### src/rtl/dma_xfer_pkg.sv
package dma_xfer_pkg;

    localparam int CW     = 32;      // control word width
    localparam int CNT_W  = 10;      // transfer count field width
    localparam int RP_MAX = CNT_W;   // largest useful group exponent

    typedef enum logic [1:0] {
        STEP_1    = 2'd0,
        STEP_2    = 2'd1,
        STEP_4    = 2'd2,
        STEP_HOLD = 2'd3
    } step_e;

    typedef enum logic [1:0] {
        SZ_8   = 2'd0,
        SZ_16  = 2'd1,
        SZ_32  = 2'd2,
        SZ_BAD = 2'd3
    } width_e;

    typedef enum logic [2:0] {
        CY_STOP  = 3'd0,
        CY_BASIC = 3'd1,
        CY_AUTO  = 3'd2,
        CY_PP    = 3'd3,
        CY_MSG_P = 3'd4,
        CY_MSG_A = 3'd5,
        CY_PSG_P = 3'd6,
        CY_PSG_A = 3'd7
    } cyc_e;

    // Field order follows the bit positions a software writer packs.
    typedef struct packed {
        step_e            dst_step;
        width_e           dst_w;
        step_e            src_step;
        width_e           src_w;
        logic [2:0]       dst_prot;
        logic [2:0]       src_prot;
        logic [3:0]       rpow;
        logic [CNT_W-1:0] nm1;
        logic             burst_nxt;
        cyc_e             cyc;
    } ctrl_t;

    typedef enum logic [1:0] {
        PL_RUN   = 2'd0,
        PL_EMPTY = 2'd1,
        PL_BADSZ = 2'd2,
        PL_UNSUP = 2'd3
    } plan_e;

    typedef enum logic [2:0] {
        ST_IDLE = 3'd0,
        ST_WAIT = 3'd1,
        ST_RD   = 3'd2,
        ST_WR   = 3'd3,
        ST_GAP  = 3'd4,
        ST_FIN  = 3'd5
    } st_e;

    // Mask of the in-group transfer counter: 2^min(rp,RP_MAX) - 1.
    // At the limit the shift wraps to zero and the subtraction gives all ones.
    function automatic logic [CNT_W-1:0] group_mask(input logic [3:0] rp);
        logic [3:0] rc;
        rc = (rp > 4'(RP_MAX)) ? 4'(RP_MAX) : rp;
        return (CNT_W'(1) << rc) - CNT_W'(1);
    endfunction

    // Word handed back at the stop: count and cycle type cleared.
    function automatic ctrl_t finish_word(input ctrl_t c);
        ctrl_t r;
        r     = c;
        r.nm1 = '0;
        r.cyc = CY_STOP;
        return r;
    endfunction

endpackage

### src/rtl/dma_ctrl_decode.sv
module dma_ctrl_decode
    import dma_xfer_pkg::*;
(
    input  logic [CW-1:0] word,
    output ctrl_t         fld,
    output plan_e         plan
);
    logic size_bad;

    always_comb begin
        fld      = ctrl_t'(word);
        size_bad = (fld.src_w == SZ_BAD) || (fld.dst_w == SZ_BAD) ||
                   (fld.src_w != fld.dst_w);
        if (fld.cyc == CY_STOP)
            plan = PL_EMPTY;
        else if (size_bad)
            plan = PL_BADSZ;
        else if ((fld.cyc == CY_BASIC) || (fld.cyc == CY_AUTO))
            plan = PL_RUN;
        else
            plan = PL_UNSUP;
    end
endmodule

### src/rtl/dma_addr_calc.sv
module dma_addr_calc
    import dma_xfer_pkg::*;
#(
    parameter int AW = 32
) (
    input  logic [AW-1:0]    end_ptr,
    input  logic [CNT_W-1:0] rem,
    input  step_e            step,
    output logic [AW-1:0]    addr
);
    logic [AW-1:0] back;

    // Distance from the end pointer is the number of transfers still to come.
    always_comb begin
        back = AW'(rem) << 2'(step);
        addr = (step == STEP_HOLD) ? end_ptr : (end_ptr - back);
    end
endmodule

### src/rtl/dma_grp_track.sv
module dma_grp_track
    import dma_xfer_pkg::*;
(
    input  logic             clk,
    input  logic             rst,
    input  logic             clr,
    input  logic             adv,
    input  logic [CNT_W-1:0] mask,
    output logic             at_edge
);
    logic [CNT_W-1:0] cnt;

    assign at_edge = (cnt == mask);

    always_ff @(posedge clk) begin
        if (rst || clr)
            cnt <= '0;
        else if (adv)
            cnt <= at_edge ? '0 : (cnt + 1'b1);
    end
endmodule

### src/rtl/dma_xfer_engine.sv
module dma_xfer_engine
    import dma_xfer_pkg::*;
#(
    parameter int AW = 32,
    parameter int DW = 32
) (
    input  logic          clk,
    input  logic          rst,
    input  logic          start,
    input  logic [CW-1:0] ctrl_in,
    input  logic [AW-1:0] src_end,
    input  logic [AW-1:0] dst_end,
    input  logic          chan_req,
    output logic          mem_valid,
    output logic          mem_write,
    output logic [AW-1:0] mem_addr,
    output logic [1:0]    mem_size,
    output logic [DW-1:0] mem_wdata,
    input  logic          mem_ready,
    input  logic [DW-1:0] mem_rdata,
    output logic          busy,
    output logic          done,
    output logic          err,
    output logic          unsup,
    output logic [CW-1:0] ctrl_out
);
    localparam int SIDES = 2;
    localparam int SRC   = 0;
    localparam int DST   = 1;

    st_e              st;
    ctrl_t            dec_fld;
    plan_e            dec_plan;
    ctrl_t            cfg;
    logic [AW-1:0]    ends      [SIDES];
    logic [AW-1:0]    side_addr [SIDES];
    step_e            side_step [SIDES];
    logic [CNT_W-1:0] rem;
    logic [DW-1:0]    data_q;
    logic             err_q;
    logic             uns_q;
    logic [CW-1:0]    wb_q;
    logic [CNT_W-1:0] grp_mask_w;
    logic             grp_edge;
    logic             wr_fire;

    dma_ctrl_decode u_dec (
        .word (ctrl_in),
        .fld  (dec_fld),
        .plan (dec_plan)
    );

    assign side_step[SRC] = cfg.src_step;
    assign side_step[DST] = cfg.dst_step;

    for (genvar g = 0; g < SIDES; g++) begin : g_side
        dma_addr_calc #(.AW(AW)) u_addr (
            .end_ptr (ends[g]),
            .rem     (rem),
            .step    (side_step[g]),
            .addr    (side_addr[g])
        );
    end

    assign grp_mask_w = group_mask(cfg.rpow);
    assign wr_fire    = (st == ST_WR) && mem_ready;

    dma_grp_track u_grp (
        .clk     (clk),
        .rst     (rst),
        .clr     (st == ST_IDLE),
        .adv     (wr_fire),
        .mask    (grp_mask_w),
        .at_edge (grp_edge)
    );

    always_ff @(posedge clk) begin
        if (rst) begin
            st     <= ST_IDLE;
            cfg    <= ctrl_t'('0);
            rem    <= '0;
            data_q <= '0;
            err_q  <= 1'b0;
            uns_q  <= 1'b0;
            wb_q   <= '0;
            for (int i = 0; i < SIDES; i++) ends[i] <= '0;
        end else begin
            case (st)
                ST_IDLE: begin
                    if (start) begin
                        cfg       <= dec_fld;
                        ends[SRC] <= src_end;
                        ends[DST] <= dst_end;
                        rem       <= dec_fld.nm1;
                        err_q     <= (dec_plan == PL_BADSZ);
                        uns_q     <= (dec_plan == PL_UNSUP);
                        if (dec_plan == PL_RUN) begin
                            st <= (dec_fld.cyc == CY_BASIC) ? ST_WAIT : ST_RD;
                        end else begin
                            wb_q <= finish_word(dec_fld);
                            st   <= ST_FIN;
                        end
                    end
                end
                ST_WAIT: begin
                    if (chan_req) st <= ST_RD;
                end
                ST_RD: begin
                    if (mem_ready) begin
                        data_q <= mem_rdata;
                        st     <= ST_WR;
                    end
                end
                ST_WR: begin
                    if (mem_ready) begin
                        if (rem == '0) begin
                            wb_q <= finish_word(cfg);
                            st   <= ST_FIN;
                        end else begin
                            rem <= rem - 1'b1;
                            if (grp_edge)
                                st <= (cfg.cyc == CY_BASIC) ? ST_WAIT : ST_GAP;
                            else
                                st <= ST_RD;
                        end
                    end
                end
                ST_GAP:  st <= ST_RD;
                ST_FIN:  st <= ST_IDLE;
                default: st <= ST_IDLE;
            endcase
        end
    end

    assign mem_valid = (st == ST_RD) || (st == ST_WR);
    assign mem_write = (st == ST_WR);
    assign mem_addr  = (st == ST_WR) ? side_addr[DST] : side_addr[SRC];
    assign mem_size  = cfg.src_w;
    assign mem_wdata = data_q;
    assign busy      = (st != ST_IDLE);
    assign done      = (st == ST_FIN);
    assign err       = done && err_q;
    assign unsup     = done && uns_q;
    assign ctrl_out  = wb_q;

endmodule

### config.mk
export PLATFORM = sky130hd
export DESIGN_NAME = dma_xfer_engine
export DESIGN_NICKNAME = d
export VERILOG_FILES = /design/src/rtl/dma_xfer_pkg.sv /design/src/rtl/dma_ctrl_decode.sv /design/src/rtl/dma_addr_calc.sv /design/src/rtl/dma_grp_track.sv /design/src/rtl/dma_xfer_engine.sv
export SDC_FILE = /design/constraint.sdc
export NUM_CORES = 1
export LEC_CHECK = 0
export BUFFER_PORTS_ARGS = -buffer_cell sky130_fd_sc_hd__buf_4
export CORE_MARGIN = 1.5
export CORE_UTILIZATION = 35
export CTS_CLUSTER_DIAMETER = 80
export DETAILED_ROUTE_END_ITERATION = 16
export GPL_TIMING_DRIVEN = 0
export PLACE_DENSITY = 0.64
export SYNTH_ARGS = -nofsm -noshare
export SYNTH_HDL_FRONTEND = slang
export SYNTH_SLANG_ARGS = --single-unit
export TNS_END_PERCENT = 10
### constraint.sdc
create_clock -name clk -period 5.1 [get_ports clk]
set_input_delay 0.51 -clock clk [delete_from_list [all_inputs] [get_ports clk]]
set_output_delay 0.51 -clock clk [all_outputs]
set_load 0.02 [all_outputs]
# Word-level counts from Yosys, hierarchy flattened
# Memories as Yosys holds them, arrays and structs flattened.
# Index checks and enable logic that the tools add are counted.
# totals
reg_bits,111
mem_bits_rw,64
inputBits,133
out_inout_bits,104
elab_cells,105
memories,1
# classes
addsub,5
n_lt_le_gt_ge,1
eq_ne,23
shifts,3
mux,35
bitwise,2
n_reduce_logical,19
# mem_list
memory,words,word_bits,rd,rd_ports_with_merged_regs,write_ports,line,rtl
ends,2,32,2,0,2,dma_xfer_engine.sv:35,logic [AW-1:0] ends [SIDES];
# op_table
cell,count
32-bit two-way mux,9
32-bit one-hot mux with 2 select lines,1
10-bit by 2-bit left shift with 32-bit output,2
32-bit subtractor,2
10-bit two-way mux,4
3-bit two-way mux,8
10-bit one-hot mux with 2 select lines,1
3-bit one-hot mux with 5 select lines,1
2-bit equality test (second input constant),6
10-bit by 1-bit adder with 10-bit output (second input constant),1
10-bit equality test,1
10-bit logical NOT,1
2-bit inequality test (second input constant),5
1-bit by 4-bit left shift with 10-bit output (first input constant),1
10-bit by 1-bit subtractor with 10-bit output (second input constant),1
10-bit by 2-bit subtractor with 10-bit output (second input constant),1
3-bit by 1-bit equality test with 1-bit output (second input constant),3
3-bit by 2-bit equality test with 1-bit output (second input constant),3
2-bit two-way mux,4
4-bit AND reduction,2
3-bit equality test (second input constant),2
3-bit logical NOT,2
1-bit two-way mux,6
1-bit logical OR,5
11 further kinds,16

# Longest topological paths before layout
# Gate-level depths: netlist (run 1).
# logic_depth
ltp_word,9
mapped_depth,14
ltp_nobuf,12

# Modules after synthesis
# Synthesis (run 1) repeated with hierarchy kept, for this count alone.
# hier_totals
hier_cells,1358
area_unflattened_um2,10926.7
# modules_own_cells
mod,instances,cells_per_inst,area_per_inst_um2,seq_area_each_um2
dma_xfer_engine,1,773,6879.1,3683.5
dma_addr_calc,2,237,1551.5,0.0
dma_grp_track,1,68,626.9,200.2
dma_ctrl_decode,1,43,317.8,0.0

# Worst setup path before layout (run 1)
# No wires, ideal clock.
# synth_path
kind,reg-to-output
startpoint,register cfg[26] in the netlist's numbering
endpoint,output port mem_addr[20]
t_arrival_ps,3657
t_required_ps,4590
slack_ps,933
stages_incl_launch_ff,14
path_buffers,2
path_cell_list,dfxtp_1 -> buf_2 -> buf_1 -> mux2i_1 -> or2_2 -> inv_1 -> fa_1 -> nand2b_1 -> a21oi_1 -> o221ai_1 -> a2111oi_2 -> nor4_1 -> xnor2_1 -> mux2i_1
# synth_via
elab_chain_cells,4
elab_cells_between_ends,5
classes_between,add/sub: 1; eq/ne: 1; shift: 1; mux: 2
# synth_rtl
element,line,rtl
"start, declared",dma_xfer_engine.sv:34,ctrl_t cfg;
"start signal, assigned",dma_xfer_engine.sv:80,cfg <= ctrl_t'('0);
"start signal, assigned",dma_xfer_engine.sv:91,cfg <= dec_fld;
10-bit by 2-bit left shift with 32-bit output,dma_addr_calc.sv:15,back = AW'(rem) << 2'(step);
32-bit subtractor,dma_addr_calc.sv:16,addr = (step == STEP_HOLD) ? end_ptr : (end_ptr - back);
32-bit two-way mux *,dma_addr_calc.sv:16,
32-bit two-way mux *,dma_xfer_engine.sv:137,assign mem_addr = (st == ST_WR) ? side_addr[DST] : side_addr[SRC];
"end, declared",dma_xfer_engine.sv:16,"output logic [AW-1:0] mem_addr,"
# Every way passes the cells marked *; elsewhere a longest branch is shown, timed or not.

# Worst setup path in the final report (run 1)
# layout_path
startpoint,register cfg[27] in the netlist's numbering
endpoint,output port mem_addr[18]
# The elaborated chain is that of the path after synthesis.

==> out/metrics.csv, run 1 <==
stage,metric,value,unit
run_status,status,completed,
synthesis,synth_seq_area_share,39.4,%
critical_path,cp_max_fo,10,
pwr,p_int,4.32,mW
final_layout,final_common_cell,buf_4,
placed_design,place.gp.congestion,0.927,
floorplan,dieArea,29200,um2
timing,timing.fmax,204,MHz
clock_network,cts_tree,built,
grt,grt_start_max_net_pins,37,
floorplan,die_h,171,um
timing,hold_violations,0,
clock_network,cts.clk_slew.worst_paths,70,ps
pwr,total_power,7.73,mW
grt,grt_pass1_vias,8466,
critical_path,worstSetupPathType,reg -> out,
timing,skew,9.78,ps
synthesis,synth_compound_area_share,16.8,%
grt,antenna_found_initial,0,
critical_path,end_kind,output pin,
clock_network,cts_buffers,17,
pwr,leakagePower,5.22,nW
grt,grt_busiest_layer,met2,
placed_design,io_buffers,223,
pwr,irDropWorstVdd,0.391,mV
final_layout,final_cell_mix,"buf_4 (240), nand2_1 (171), dfxtp_1 (98)",
timing,holdWs,292,ps
pwr,p_comb_share,56.6,%
pwr,sw_frac_of_total,44.1,%
final_layout,utilization,46.0,%
floorplan,start_util,35.6,%
placed_design,dp_hpwl,22800,um
final_layout,finalNonFillerCells,1792,
grt,use_met3,2.59,%
route,routed_wirelength,29600,um
route,drtIter0Drc,774,
route,routed_via_density,5.15,
clock_network,cts_sinks,162,
synthesis,synth_cell_types,73,
floorplan,io_pins,237,
critical_path,cp.required,4590,ps
synthesis,synthArstFlopShare,0,%
synthesis,post_synth_fa_ha_maj_area_fraction,4.19,%
synthesis,synth_mux_area_share,4.69,%
critical_path,arrival,4390,ps
floorplan,dieWidth,171,um
synthesis,synth_seq_cells,162,
placed_design,dp.cells,1757,
final_layout,area_growth,29.3,%
grt,grt.total_usage,20.1,%
grt,met1_usage,27.0,%
critical_path,cp_slowest_stage_delay,450,ps
route,first_pass_iters,5,
critical_path,path_depth,14,
critical_path,critPathLaunchType,flip-flop,
critical_path,slowest_stage,a2111oi_4,
clock_network,htree_num_levels,4,
pwr,powerDensity,608,nW/um2
final_layout,n_fill_cell,2750,
route,wl_per_cell,16.5,um
route,drc,0,
critical_path,cp_num_buf_inv,4,
min_path,min_delay_path_depth,3,
timing,setup_violations,0,
critical_path,cpLargestDelayFamily,buffers and inverters,
clock_network,clock_latency,430,ps
timing,worst_slew_pin_slew,914,ps
timing,rsz0062_at_grt,yes,
timing,relSlewSlack,39.1,%
synthesis,synthFlopType,dfxtp_1,
floorplan,coreArea,27700,um2
flow_run,maxCapViolations,0,
synthesis,syn_area,9850,um2
synthesis,synth-warning-count,0,
pwr,p_clk_share,18.0,%
synthesis,avgSynthCellArea,8.62,um2
synthesis,syn_inst,1143,
route,ant_nets,0,
clock_network,cts.path.max_buffers,2,
timing,period_minus_slack,4900,ps
final_layout,drive_above_1_share,21.9,%
route,dr_total_vias,9223,
timing,min_period_over_period,96.1,%
timing,finalSetupTns,0,ps
synthesis,synth-xor-area-share,6.22,%
pwr,p_switching,3.41,mW
floorplan,num_rows,61,
grt,met2_usage,33.1,%
min_path,hold_class,in -> reg,
pwr,p_seq_share,25.4,%
grt,gr-total-overflow,0,
clock_network,hold_buffers,0,
final_layout,nets,1564,
synthesis,synth_top_family_by_area,simple AND/OR/NAND/NOR gates,
grt,grt_pass1_wl,45300,um
critical_path,crit_chain,clkbuf_1 -> clkbuf_1 -> nor3_1 -> ha_1 -> fa_1 -> nand2b_1 -> a21oi_1 -> o221ai_1 -> a2111oi_4 -> buf_4 -> nor3b_1 -> xnor2_1 -> mux2i_1 -> buf_4,
synthesis,synth_edf_count,64,
synthesis,synth_simple_gate_area_share,23.6,%
critical_path,worstRegToRegCells,13,
clock_network,cts-root-buf,clkbuf_16,
timing,drv_slew,0,
final timing paths:
check	start	end	slack [ps]
setup / recovery	cfg[27]$_SDFFE_PP0P_	mem_addr[18]	200
hold / removal	ctrl_in[30]	cfg[30]$_SDFFE_PP0P_	290
setup reg to reg	cfg[17]$_SDFFE_PP0P_	u_grp.cnt[3]$_SDFFE_PP0P_	1890
hold reg to reg	mem_wdata[4]$_SDFFE_PP0P_	mem_wdata[4]$_SDFFE_PP0P_	450
power groups by stage:
stage	Sequential, mW	Combinational (mW)	Clock [mW]
after detailed placement	1.99	4.31	0
after global placement	1.99	4.27	0
after floorplan	2.02	2.85	0
after global routing	2.01	4.77	1.47
after CTS	1.96	4.35	1.41
final	1.96	4.38	1.39
layout make-up:
class                      count  area (um2)  area share [%]
multi-input combinational    878        5530            43.4
tap                          378         473            3.71
timing repair buffer         226        1710            13.4
clock buffer                  22         497            3.90
antenna                        1        2.50          0.0197
inverter                      26        97.6           0.767
clock inverter                10         136            1.07
buffer                        89         403            3.16
sequential                   162        3880            30.5
Yosys cell counts (all sizes together), types with 6 or more instances:
cell type  number  area share [%]
nand2         171             6.5
nor2           82             3.2
o21ai          48             2.4
or3             9            0.62
a311oi         22             2.0
nor2b          13            0.83
xor2           23             2.0
o21a            7            0.53
a21oi          86             4.4
edfxtp         64              20
xnor2          47             4.2
inv            26            0.99
and3            7            0.44
mux2i          36             3.7
and2           69             4.4
a211oi         16             1.3
a31oi           6            0.38
a22oi           7            0.53
nor3b          11            0.89
nor4           15            0.95
nand2b         13            0.83
dfxtp          98              20
a22o           21             1.9
buf            31             1.9
nor3           37             1.9
clkbuf         58             2.2
ha             29             3.7
mux2            9             1.0
nand3          14            0.71
per-layer routing:
layer	vias to the layer above	wire [um]
li1	4536	-
met1	4324	13100
met2	325	14100
met3	38	1710
met4	0	651
met5	-	0
worst register-to-register path: stages (launching register included):
cell and delay (ps):
dfxtp_1 400, buf_1 370, nor2_1 140, nand3b_1 120
ha_1 140, clkbuf_1 250, nor2_1 70, a22o_1 200
a22oi_1 200, xnor2_1 90, or4_1 470, clkbuf_1 180
nor2_2 360, nor3_1 100
cells by family (layout without fill, tap and decap cells):
logic type,after synthesis,count (layout)
AO/OA/AOI/OAI,252,252
XOR/XNOR,70,70
adder cells (fa/ha/maj),32,32
buffers and inverters,115,373
flip-flops,162,162
multiplexers,45,45
other,1,14
AND/OR/NAND/NOR,466,466
stage by stage:
stage / instance area [um2] / worst slack, ps
CTS: 12700 / 14.6
global placement: 12000 / 206
finish: 12700 / 198
global route: 12700 / -64.2
floorplan: 9890 / 933
detailed placement: 12100 / 155
sequential cells by signal, summed over array words and instances, names as in the netlist:
| register | flops |
|---|---|
| cfg | 20 |
| err_q | 1 |
| u_grp.cnt | 10 |
| ctrl_out | 19 |
| mem_size | 2 |
| rem | 10 |
| mem_wdata | 32 |
| st | 3 |
| ends | 64 |
| uns_q | 1 |
repair_timing:
| item | in CTS | in global routing |
|---|---|---|
| setup buffers | 0 | 2 |
| resized for setup | 1 | 4 |
| setup endpoints to repair | 9 | 15 |
| endpoints found under the hold margin | 0 | 0 |
| pin swaps | 1 | 1 |
(Power assumes the default switching activity.)
==> inputs of run 2 (changes only) <==
Settings changed: CORE_UTILIZATION 35 to 55, PLACE_DENSITY 0.64 to 0.9.
==> out/metrics.csv, run 2 (same netlist as run 1, synthesis figures left out) <==
stage,metric,value,unit
grt,grt.total_usage,30.6,%
pwr,irDropWorstVdd,0.348,mV
grt,met2_usage,50.6,%
critical_path,slowest_stage,buf_1,
clock_network,htree_num_levels,4,
pwr,leakagePower,5.20,nW
final_layout,n_fill_cell,1295,
timing,rsz0062_at_grt,no,
route,drtIter0Drc,859,
critical_path,critPathLaunchType,flip-flop,
final_layout,regArea,3880,um2
grt,grt_pass1_wl,44500,um
critical_path,end_kind,output pin,
grt,grt_busiest_layer,met2,
pwr,sw_frac_of_total,44.5,%
final_layout,largest_reg_flops,64,
final_layout,n_antenna_cell,0,
timing,skew,10.7,ps
run_status,status,completed,
grt,grt_start_max_net_pins,35,
pwr,total_power,7.82,mW
critical_path,cp_num_buf_inv,5,
clock_network,cts_buffers,17,
floorplan,die_h,137,um
pwr,p_switching,3.48,mW
clock_network,cts.path.max_buffers,2,
final_layout,nets,1563,
final_layout,final_cell_mix,"buf_4 (239), nand2_1 (171), dfxtp_1 (98)",
pwr,p_seq_share,25.3,%
timing,hold_violations,0,
clock_network,cts_sinks,162,
placed_design,io_buffers,223,
critical_path,worstSetupPathType,reg -> out,
route,drc,0,
timing,min_period_over_period,95.3,%
grt,use_met3,5.89,%
clock_network,cts-root-buf,clkbuf_16,
timing,worst_slew_pin_slew,1130,ps
route,dr_total_vias,9601,
timing,timing.fmax,206,MHz
grt,gr-total-overflow,0,
timing,setup_violations,0,
critical_path,cpLargestDelayFamily,buffers and inverters,
route,routed_via_density,5.86,
route,routed_wirelength,29300,um
floorplan,coreArea,17400,um2
pwr,powerDensity,624,nW/um2
final_layout,drive_above_1_share,21.7,%
critical_path,cp_slowest_stage_delay,450,ps
grt,antenna_found_initial,0,
critical_path,arrival,4350,ps
clock_network,cts_tree,built,
floorplan,start_util,56.6,%
timing,finalSetupTns,0,ps
route,wl_per_cell,17.9,um
pwr,p_clk_share,17.6,%
placed_design,dp_hpwl,22200,um
timing,drv_slew,0,
floorplan,dieWidth,137,um
route,ant_nets,0,
grt,met1_usage,38.3,%
final_layout,final_common_cell,buf_4,
final_layout,utilization,71.9,%
floorplan,dieArea,18700,um2
critical_path,crit_chain,buf_2 -> buf_1 -> mux2i_1 -> or2_2 -> inv_1 -> fa_1 -> nand2b_1 -> a21oi_1 -> o221ai_1 -> a2111oi_4 -> buf_4 -> nor2_1 -> xnor2_1 -> mux2i_1 -> buf_4,
timing,period_minus_slack,4860,ps
critical_path,cp.required,4590,ps
pwr,p_int,4.34,mW
clock_network,cts.clk_slew.worst_paths,70,ps
flow_run,maxCapViolations,0,
pwr,p_comb_share,57.1,%
final_layout,top_register,ends,
grt,grt_pass1_vias,8888,
placed_design,place.gp.congestion,0.954,
clock_network,clock_latency,430,ps
floorplan,io_pins,237,
timing,relSlewSlack,24.6,%
min_path,hold_class,in -> reg,
critical_path,cp_max_fo,10,
floorplan,num_rows,48,
final_layout,area_growth,27.2,%
route,first_pass_iters,6,
final_layout,multiInputGateArea,5530,um2
run 2: what timing repair did:
| item | CTS | global route |
|---|---|---|
| setup endpoints to repair | 9 | 9 |
| hold buffers | 0 | 0 |
| resized for setup | 1 | 1 |
| pin swaps | 0 | 1 |
| cloned | 0 | 0 |
| buffers inserted | 0 | 1 |
run 2: final cells by class:
class                      instances  share of cell area [%]
sequential                       162                    31.0
buffer                            89                    3.20
inverter                          26                   0.779
tap                              225                    2.25
timing repair buffer             225                    13.6
clock buffer                      22                    3.88
clock inverter                    10                    1.15
multi-input combinational        878                    44.2
run 2: path summary, 6_finish.rpt:
kind	startpoint	end	slack, ps	cells past startpoint
min	ctrl_in[20]	cfg[20]$_SDFFE_PP0P_	300	2
max reg2reg	cfg[17]$_SDFFE_PP0P_	u_grp.cnt[2]$_SDFFE_PP0P_	1810	13
max	cfg[26]$_SDFFE_PP0P_	mem_addr[24]	240	15
min reg2reg	mem_wdata[17]$_SDFFE_PP0P_	mem_wdata[17]$_SDFFE_PP0P_	450	2
run 2: metal layers:
layer	vias up	share of wire (%)
met5	-	0
met4	0	4.3
met3	100	8.9
met2	509	48
met1	4451	39
li1	4541	-
run 2: through the flow:
step	cell area, um2	hold slack, ps	std cells	worst slack, ps
2_1_floorplan	9890	417	1155	933
3_3_place_gp	11900	442	1603	307
3_5_place_dp	11900	447	1604	178
4_1_cts	12500	291	1636	7.65
5_1_grt	12500	300	1637	1.50
6_report	12500	302	1637	240
run 2: worst reg2reg max path, cell delays in order, from the launching register on:
cell and delay, ps:
dfxtp_1 390, buf_1 420, nor2_1 140, nand3b_1 110
ha_1 150, clkbuf_1 240, nor2_1 70, a22o_1 200
a22oi_1 200, xnor2_1 90, or4_1 490, clkbuf_1 200
nor2_2 360, nor3_1 100
run 2: power by group through the flow:
stage                     clock, mW  sequential [mW]  combinational [mW]
after floorplan                   0             2.02                2.85
after global placement            0             1.98                4.23
after detailed placement          0             1.99                4.32
after CTS                      1.38             1.97                4.37
after global routing           1.44             2.01                4.77
final                          1.38             1.98                4.46
